### src/rtl/wdog_pkg.sv
package wdog_pkg;

  // strobes from control to datapath
  typedef struct packed {
    logic cntClr;
    logic cntInc;
    logic pulseLoad;
    logic pulseLong;
    logic pulseDec;
  } wdogCmdT;

  // flags from datapath back to control
  typedef struct packed {
    logic cntAtMax;
    logic pulseLast;
  } wdogStatT;

endpackage

### src/rtl/wdog_keyseq.sv
module wdog_keyseq #(
  parameter int ADDR_W = 8,
  parameter int DATA_W = 8,
  parameter logic [ADDR_W-1:0] SVC_ADDR = 'hA6,
  parameter logic [DATA_W-1:0] KEY_A = 'h1E,
  parameter logic [DATA_W-1:0] KEY_B = 'hE1
) (
  input  logic              clk,
  input  logic              rstN,
  input  logic              flush,
  input  logic              wrEn,
  input  logic [ADDR_W-1:0] wrAddr,
  input  logic [DATA_W-1:0] wrData,
  output logic              keyDone
);

  logic armedQ;
  logic svcHit;

  assign svcHit  = wrEn && (wrAddr == SVC_ADDR);
  assign keyDone = svcHit && !flush && armedQ && (wrData == KEY_B);

  always_ff @(posedge clk or negedge rstN) begin
    if (!rstN)       armedQ <= 1'b0;
    else if (flush)  armedQ <= 1'b0;
    else if (svcHit) armedQ <= (wrData == KEY_A);
  end

endmodule

### src/rtl/wdog_ctrl.sv
module wdog_ctrl
  import wdog_pkg::*;
(
  input  logic     clk,
  input  logic     rstN,
  input  logic     mcStrobe,
  input  logic     modeSix,
  input  logic     keyDone,
  input  wdogStatT stat,
  output wdogCmdT  cmd,
  output logic     flush,
  output logic     enabled,
  output logic     rstOut
);

  logic enabledQ;
  logic pulseQ;
  logic ovf;

  assign ovf   = enabledQ && stat.cntAtMax;
  assign flush = pulseQ || ovf;

  always_comb begin
    cmd.cntClr    = ovf || keyDone || !enabledQ;
    cmd.cntInc    = enabledQ && mcStrobe;
    cmd.pulseLoad = ovf;
    cmd.pulseLong = !modeSix;
    cmd.pulseDec  = pulseQ;
  end

  always_ff @(posedge clk or negedge rstN) begin
    if (!rstN) begin
      enabledQ <= 1'b0;
      pulseQ   <= 1'b0;
    end else if (ovf) begin
      enabledQ <= 1'b0;
      pulseQ   <= 1'b1;
    end else begin
      if (pulseQ && stat.pulseLast) pulseQ <= 1'b0;
      if (keyDone) enabledQ <= 1'b1;
    end
  end

  assign enabled = enabledQ;
  assign rstOut  = pulseQ;

endmodule

### src/rtl/wdog_dp.sv
module wdog_dp
  import wdog_pkg::*;
#(
  parameter int CNT_W = 14,
  parameter int PULSE_SHORT = 98,
  parameter int PULSE_LONG = 196
) (
  input  logic             clk,
  input  logic             rstN,
  input  wdogCmdT          cmd,
  output wdogStatT         stat,
  output logic [CNT_W-1:0] cntVal
);

  localparam int PW = $clog2(PULSE_LONG);

  logic [CNT_W-1:0] cntQ;
  logic [PW-1:0]    pulseQ;

  always_ff @(posedge clk or negedge rstN) begin
    if (!rstN)           cntQ <= '0;
    else if (cmd.cntClr) cntQ <= '0;
    else if (cmd.cntInc) cntQ <= cntQ + CNT_W'(1);
  end

  always_ff @(posedge clk or negedge rstN) begin
    if (!rstN)                              pulseQ <= '0;
    else if (cmd.pulseLoad)                 pulseQ <= cmd.pulseLong ? PW'(PULSE_LONG - 1) : PW'(PULSE_SHORT - 1);
    else if (cmd.pulseDec && pulseQ != '0)  pulseQ <= pulseQ - PW'(1);
  end

  assign stat.cntAtMax  = (cntQ == '1);
  assign stat.pulseLast = (pulseQ == '0);
  assign cntVal         = cntQ;

endmodule

### src/rtl/wdog_top.sv
module wdog_top
  import wdog_pkg::*;
#(
  parameter int CNT_W = 14,
  parameter int ADDR_W = 8,
  parameter int DATA_W = 8,
  parameter logic [ADDR_W-1:0] SVC_ADDR = 'hA6,
  parameter logic [DATA_W-1:0] KEY_A = 'h1E,
  parameter logic [DATA_W-1:0] KEY_B = 'hE1,
  parameter int PULSE_SHORT = 98,
  parameter int PULSE_LONG = 196
) (
  input  logic              clk,
  input  logic              rstN,
  input  logic              mcStrobe,
  input  logic              modeSix,
  input  logic              sfrWrEn,
  input  logic [ADDR_W-1:0] sfrAddr,
  input  logic [DATA_W-1:0] sfrData,
  output logic              rstOut
);

  wdogCmdT          cmd;
  wdogStatT         stat;
  logic             keyDone;
  logic             flush;
  logic             enabled;
  logic             cntAtMax;
  logic [CNT_W-1:0] cntVal;

  wdog_keyseq #(
    .ADDR_W(ADDR_W), .DATA_W(DATA_W), .SVC_ADDR(SVC_ADDR), .KEY_A(KEY_A), .KEY_B(KEY_B)
  ) u_keyseq (
    .clk(clk), .rstN(rstN), .flush(flush), .wrEn(sfrWrEn),
    .wrAddr(sfrAddr), .wrData(sfrData), .keyDone(keyDone)
  );

  wdog_ctrl u_ctrl (
    .clk(clk), .rstN(rstN), .mcStrobe(mcStrobe), .modeSix(modeSix),
    .keyDone(keyDone), .stat(stat), .cmd(cmd), .flush(flush),
    .enabled(enabled), .rstOut(rstOut)
  );

  wdog_dp #(
    .CNT_W(CNT_W), .PULSE_SHORT(PULSE_SHORT), .PULSE_LONG(PULSE_LONG)
  ) u_dp (
    .clk(clk), .rstN(rstN), .cmd(cmd), .stat(stat), .cntVal(cntVal)
  );

  assign cntAtMax = stat.cntAtMax;

endmodule

### config.mk
export PLATFORM = sky130hd
export DESIGN_NAME = wdog_top
export DESIGN_NICKNAME = d
export VERILOG_FILES = /design/src/rtl/wdog_pkg.sv /design/src/rtl/wdog_keyseq.sv /design/src/rtl/wdog_ctrl.sv /design/src/rtl/wdog_dp.sv /design/src/rtl/wdog_top.sv
export SDC_FILE = /design/constraint.sdc
export NUM_CORES = 1
export LEC_CHECK = 0
export BUFFER_PORTS_ARGS = -buffer_cell sky130_fd_sc_hd__buf_2
export CORE_ASPECT_RATIO = 0.6
export CORE_UTILIZATION = 60
export DETAILED_ROUTE_END_ITERATION = 8
export PLACE_DENSITY_LB_ADDON = 0.25
export SLEW_MARGIN = 25
export SYNTH_ARGS = -nofsm -noshare
export SYNTH_HDL_FRONTEND = slang
export SYNTH_HIERARCHICAL = 1
export SYNTH_SLANG_ARGS = --single-unit
### constraint.sdc
create_clock -name clk -period 7.3 [get_ports clk]
set_clock_uncertainty 0.05 [all_clocks]
set_input_delay 1.46 -clock clk [delete_from_list [all_inputs] [get_ports clk]]
set_output_delay 1.46 -clock clk [all_outputs]
set_load 0.1 [all_outputs]
==> metrics.txt, run 1 <==
Final period util=0.539; Reg clk slew, reported paths=90 ps; Cell Count, Final, Fillers Out=203; hold depth=1; Longest Clk Path Bufs=2; floorplan die area=2670 um^2; cell taking the most area after synthesis=dfrtp_1; post-placement cell area=1580 um^2; total negative slack=0 ps; count of state elements after synthesis=25; Mapped Cells=156; Starting Density=0.659; CTS hold repair buffers=0; reg2reg path depth=12; final setup fails=0; most frequent cells after synthesis=25 x dfrtp_1, 15 x nor2_1, 10 x a21oi_1; placed cell count=199; CP max FO=18; first-pass iteration count of the detailed router=4; clk sinks=25; antenna viol nets, final=0; Peak VDD IR=0.115 mV; ranking of synthesized cells by area=dfrtp_1 42%, nor2_1 3.8%, a21oi_1 3.4%; Final Total Pwr=236 uW; share of the synthesized area in the top cell type=0.423; most frequent cell after synthesis=dfrtp_1; synth-to-layout area growth=9.65%; Avg Synthesized Cell Area=9.48 um^2; die height=40.5 um; Critical Path AT=4050 ps; RR Endpoint=u_dp/cntVal[13]; CTS tree=yes; CP max-delay cell=nor4_1; RSZ-0062 raised after global routing=no; num rows=13; Ant. Diodes=0; Cell Area, Synth=1480 um^2; crit path cell chain=nand4_1, nor4_1, and2_4, or2_1, nor4b_1, nand4_1, nor2_1, inv_1, nand3b_1, o211ai_1, nor4_1, mux2_2; fmax=254 MHz; routability congestion estimate=0.806; max-capacitance violation count=0; Iter 0 DRT Violations=133; syn_nets=180; Vias=1308; CTS resizes=0; Die X=66.1 um; core area=2240 um^2; register area share after synthesis=0.423; fin nets=198; layout cells sized above 1=0.202; YS warnings=6; CP top delay family=simple AND/OR/NAND/NOR gates; hold-critical path endpoint=u_ctrl/enabled; I/O Pins=22; EDFF count, synth=0; Top FF cell, synth=dfrtp_1; initial antenna violation count=0; Worst-Margin Slew=690 ps; WP buf/inv=1; DP HPWL=2340 um; fill count=169; drt via density=6.44; R2R setup slack=3360 ps; distinct cell type count of the synthesized netlist=48; drt wl/cell=15.7 um; largest net degree at the start of global routing=26; Hold Vio Cnt, Final=0; Critical Path Sink Type=register; postcts setup bufs=0; Finished Cell Area=1620 um^2; # DRC=0; max_slew headroom=0.539; Buffers on Ports=21; CP Data Required Time=7410 ps; CTS buffer count=3; static leakage=0.665 nW; grt ovf=0; first-pass GRT wire length=5140 um; number of global-route vias before repair=1162; WHS=492 ps; outcome=finished, final reports clean; Slew Limit Fails=0; final WL=3200 um; worst hold start=u_ctrl/enabled; Startpoint Class=register; Reg-to-Reg Start=u_dp/cntVal[2]; CP peak stage delay=590 ps; overall routing resource usage=0.269; Final min period=3940 ps; clock root cell=clkbuf_8; HP Class=register to register; Skew-Pair Late Insertion Delay=270 ps; crit path kind=register to register; H-tree depth=1; P per Cell Area=146 nW/um^2; Post-synth ARST share=1.00
flip-flops by register name, summed over array words and instances (netlist names):
name / cells
u_keyseq/armedQ: 1
u_dp/pulseQ: 8
u_dp/cntVal: 14
u_ctrl/rstOut: 1
u_ctrl/enabled: 1
where the power goes:
group	internal [mW]	total, mW	switching [mW]
Clock	0.0391	0.0844	0.0453
Sequential	0.139	0.140	0.000822
Combinational	0.00590	0.0121	0.00620
layout by cell type, fill, tap and decap left out, types with 2 or more instances in the layout:
cell / synthesis / layout
a21oi_1: 10 / 10
ha_1: 3 / 3
inv_1: 8 / 8
nand4b_1: 2 / 2
dfrtp_1: 25 / 25
nor2b_1: 4 / 4
mux2_2: 3 / 3
o21ai_0: 6 / 6
o31ai_1: 4 / 4
o211ai_1: 2 / 2
xor2_1: 3 / 3
nor3b_1: 2 / 2
clkbuf_8: 0 / 3
nand3_1: 5 / 5
nand3b_1: 2 / 2
mux2i_1: 3 / 3
or4_1: 5 / 5
or3_1: 2 / 2
nand2_1: 8 / 8
nor2_1: 15 / 15
nor4_1: 6 / 6
nor3_1: 2 / 2
nand4_1: 6 / 6
buf_2: 0 / 21
worst max-delay path by stage:
| stage | depth (start not counted) | from | slack [ps] | endpoint |
|---|---|---|---|---|
| floorplan | 9 | sfrData[2] | 4090 | u_dp/cntVal[11] |
| global placement | 9 | sfrData[2] | 3650 | u_dp/cntVal[11] |
| detailed placement | 9 | sfrData[1] | 3390 | u_dp/cntVal[13] |
| CTS | 12 | u_dp/cntVal[2] | 3450 | u_dp/cntVal[13] |
| global route | 12 | u_dp/cntVal[2] | 3180 | u_dp/cntVal[13] |
| finish | 12 | u_dp/cntVal[2] | 3360 | u_dp/cntVal[13] |
cell families (layout without fill, tap and decap cells):
| kind of cell | after synthesis | in the layout | share of synthesized area |
|---|---|---|---|
| multiplexers | 7 | 7 | 0.0508 |
| XOR/XNOR | 4 | 4 | 0.0237 |
| adder cells (fa/ha/maj) | 3 | 3 | 0.0254 |
| AO/OA/AOI/OAI | 31 | 31 | 0.140 |
| buffers and inverters | 16 | 33 | 0.0508 |
| flip-flops | 25 | 25 | 0.423 |
| AND/OR/NAND/NOR | 70 | 70 | 0.286 |
layout make-up:
cell class / count / area [um^2] / share of cell area
multi-input cells: 115 / 778 / 0.480
well taps: 30 / 37.5 / 0.0231
repair buffers: 21 / 105 / 0.0648
inverters: 8 / 30.0 / 0.0185
flip-flops and latches: 25 / 626 / 0.386
clock buffers: 4 / 45.0 / 0.0278
metal layers:
metal	vias to the layer above	wire length, um	GRT usage
met1	648	1480	0.321
met5	-	0	0
met2	40	1540	0.477
met4	0	45	0.128
li1	614	-	-
met3	6	133	0.0625
stage by stage:
step	setup slack (ps)	utilization
6_report	3360	0.722
4_1_cts	3450	0.722
5_1_grt	3180	0.722
2_1_floorplan	4090	-
3_3_place_gp	3650	0.702
3_5_place_dp	3390	0.702
No activity file was read; power rests on OpenSTA's default activity.
==> run 2, diff against run 1 <==
--- a/config.mk
+++ b/config.mk
@@ -7,7 +7,7 @@
 export LEC_CHECK = 0
 export BUFFER_PORTS_ARGS = -buffer_cell sky130_fd_sc_hd__buf_2
 export CORE_ASPECT_RATIO = 0.6
-export CORE_UTILIZATION = 60
+export CORE_UTILIZATION = 56
 export DETAILED_ROUTE_END_ITERATION = 8
 export PLACE_DENSITY_LB_ADDON = 0.25
 export SLEW_MARGIN = 25
==> constraint.sdc (replaced) <==
create_clock -name clk -period 3.8 [get_ports clk]
set_clock_uncertainty 0.05 [all_clocks]
set_input_delay 0.76 -clock clk [delete_from_list [all_inputs] [get_ports clk]]
set_output_delay 0.76 -clock clk [all_outputs]
set_load 0.1 [all_outputs]
==> metrics.txt, run 2 (synthesis results as in run 1) <==
outcome=finished, final reports clean (unchanged); Hold Vio Cnt, Final=0 (unchanged); Ant. Diodes=0 (unchanged); reg2reg path depth=12 (unchanged); Reg clk slew, reported paths=80 ps (was 90 ps); CP top delay family=simple AND/OR/NAND/NOR gates (unchanged); RR Endpoint=u_dp/cntVal[13] (unchanged); max-capacitance violation count=0 (unchanged); CP max FO=14 (was 18); Vias=1243 (was 1308); final setup fails=0 (unchanged); Peak VDD IR=0.230 mV (was 0.115 mV); Layout Utilization=0.651 (was 0.722); CP max-delay cell=nor4_1 (unchanged); antenna viol nets, final=0 (unchanged); Reg-to-Reg Start=u_dp/cntVal[2] (unchanged); Critical Path Sink Type=register (unchanged); most frequent cells in the layout=25 x dfrtp_1, 21 x buf_2, 15 x nor2_1, 10 x a21oi_1 (unchanged); Final min period=3290 ps (was 3940 ps); Slew Limit Fails=0 (unchanged); clock root cell=clkbuf_8 (unchanged); CTS buffer count=3 (unchanged); initial antenna violation count=0 (unchanged); overall routing resource usage=0.241 (was 0.269); Critical Path AT=3390 ps (was 4050 ps); clk sinks=25 (unchanged); total negative slack=0 ps (unchanged); crit path kind=register to register (unchanged); postcts setup bufs=0 (unchanged); placed cell count=202 (was 199); core area=2500 um^2 (was 2240 um^2); Final period util=0.865 (was 0.539); P per Cell Area=272 nW/um^2 (was 146 nW/um^2); drt via density=6.03 (was 6.44); largest net degree at the start of global routing=26 (unchanged); I/O Pins=22 (unchanged); final WL=3050 um (was 3200 um); Startpoint Class=register (unchanged); routability congestion estimate=0.883 (was 0.806); number of global-route vias before repair=1219 (was 1162); Starting Density=0.590 (was 0.659); Buffers on Ports=21 (unchanged); Worst-Margin Slew=719 ps (was 690 ps); static leakage=0.669 nW (was 0.665 nW); RSZ-0062 raised after global routing=no (unchanged); first-pass iteration count of the detailed router=4 (unchanged); max_slew headroom=0.519 (was 0.539); fmax=304 MHz (was 254 MHz); Cell Count, Final, Fillers Out=206 (was 203); CP peak stage delay=550 ps (was 590 ps); crit path cell chain=nand4_1, nor4_1, and2_4, or2_1, nor4b_1, nand4_1, nor2_1, inv_1, nand3b_1, o211ai_1, nor4_1, mux2_2 (unchanged); drt wl/cell=14.8 um (was 15.7 um); Skew-Pair Late Insertion Delay=270 ps (about the same); WP buf/inv=1 (unchanged); H-tree depth=1 (unchanged); grt ovf=0 (unchanged); synth-to-layout area growth=10.3% (was 9.65%); CP Data Required Time=3900 ps (was 7410 ps); most common cell after layout, fill and taps aside=dfrtp_1 (unchanged); R2R setup slack=510 ps (was 3360 ps); HP Class=input port to async pin (was register to register); Critical Path Source=u_dp/cntVal[2] (unchanged); # DRC=0 (unchanged); Longest Clk Path Bufs=2 (unchanged); layout cells sized above 1=0.207 (was 0.202); fin nets=199 (was 198); Iter 0 DRT Violations=79 (was 133); DP HPWL=2240 um (was 2340 um); floorplan die area=2860 um^2 (was 2670 um^2); max FFs per register=14 (unchanged); Die X=68.3 um (was 66.1 um); first-pass GRT wire length=5180 um (was 5140 um); die height=41.8 um (was 40.5 um); CTS resizes=0 (unchanged); num rows=14 (was 13); CTS tree=yes (unchanged); CTS hold repair buffers=0 (unchanged)
-- run 2: worst max path at each step --
stage | endpoint | slack (ps) | cells past startpoint
floorplan | u_dp/cntVal[11] | 710 | 14
global placement | u_dp/cntVal[13] | 770 | 12
detailed placement | u_dp/cntVal[13] | 570 | 12
CTS | u_dp/cntVal[13] | 550 | 12
global route | u_dp/cntVal[13] | 170 | 12
finish | u_dp/cntVal[13] | 510 | 12
-- run 2: final cells by class --
type	instances	area, um^2
multi-input combinational	115	778
sequential	25	626
tap	32	40.0
clock buffer	4	45.0
inverter	8	30.0
timing repair buffer	22	113
fill	207	873
-- run 2: report_power, final --
part,switching [mW],internal (mW)
Combinational,0.0114,0.0113
Clock,0.0783,0.0749
Sequential,0.00145,0.267
-- run 2: layer usage --
metal  track usage  share of wire  vias to the layer above  wire, um
met5             0              0                        -         0
met2         0.388           0.45                       37      1380
met4        0.0292              0                        0         0
li1              -              -                      616         -
met1         0.332           0.49                      590      1500
met3        0.0659          0.054                        0       164
-- run 2: through the flow --
step	hold WS [ps]	setup slack, ps	power (mW)	area [um^2]
final	419	512	0.444	1630
after global routing	468	169	0.465	1630
after CTS	434	553	0.452	1630
after detailed placement	463	568	0.297	1590
after global placement	458	769	0.296	1590
after floorplan	414	714	0.280	1480
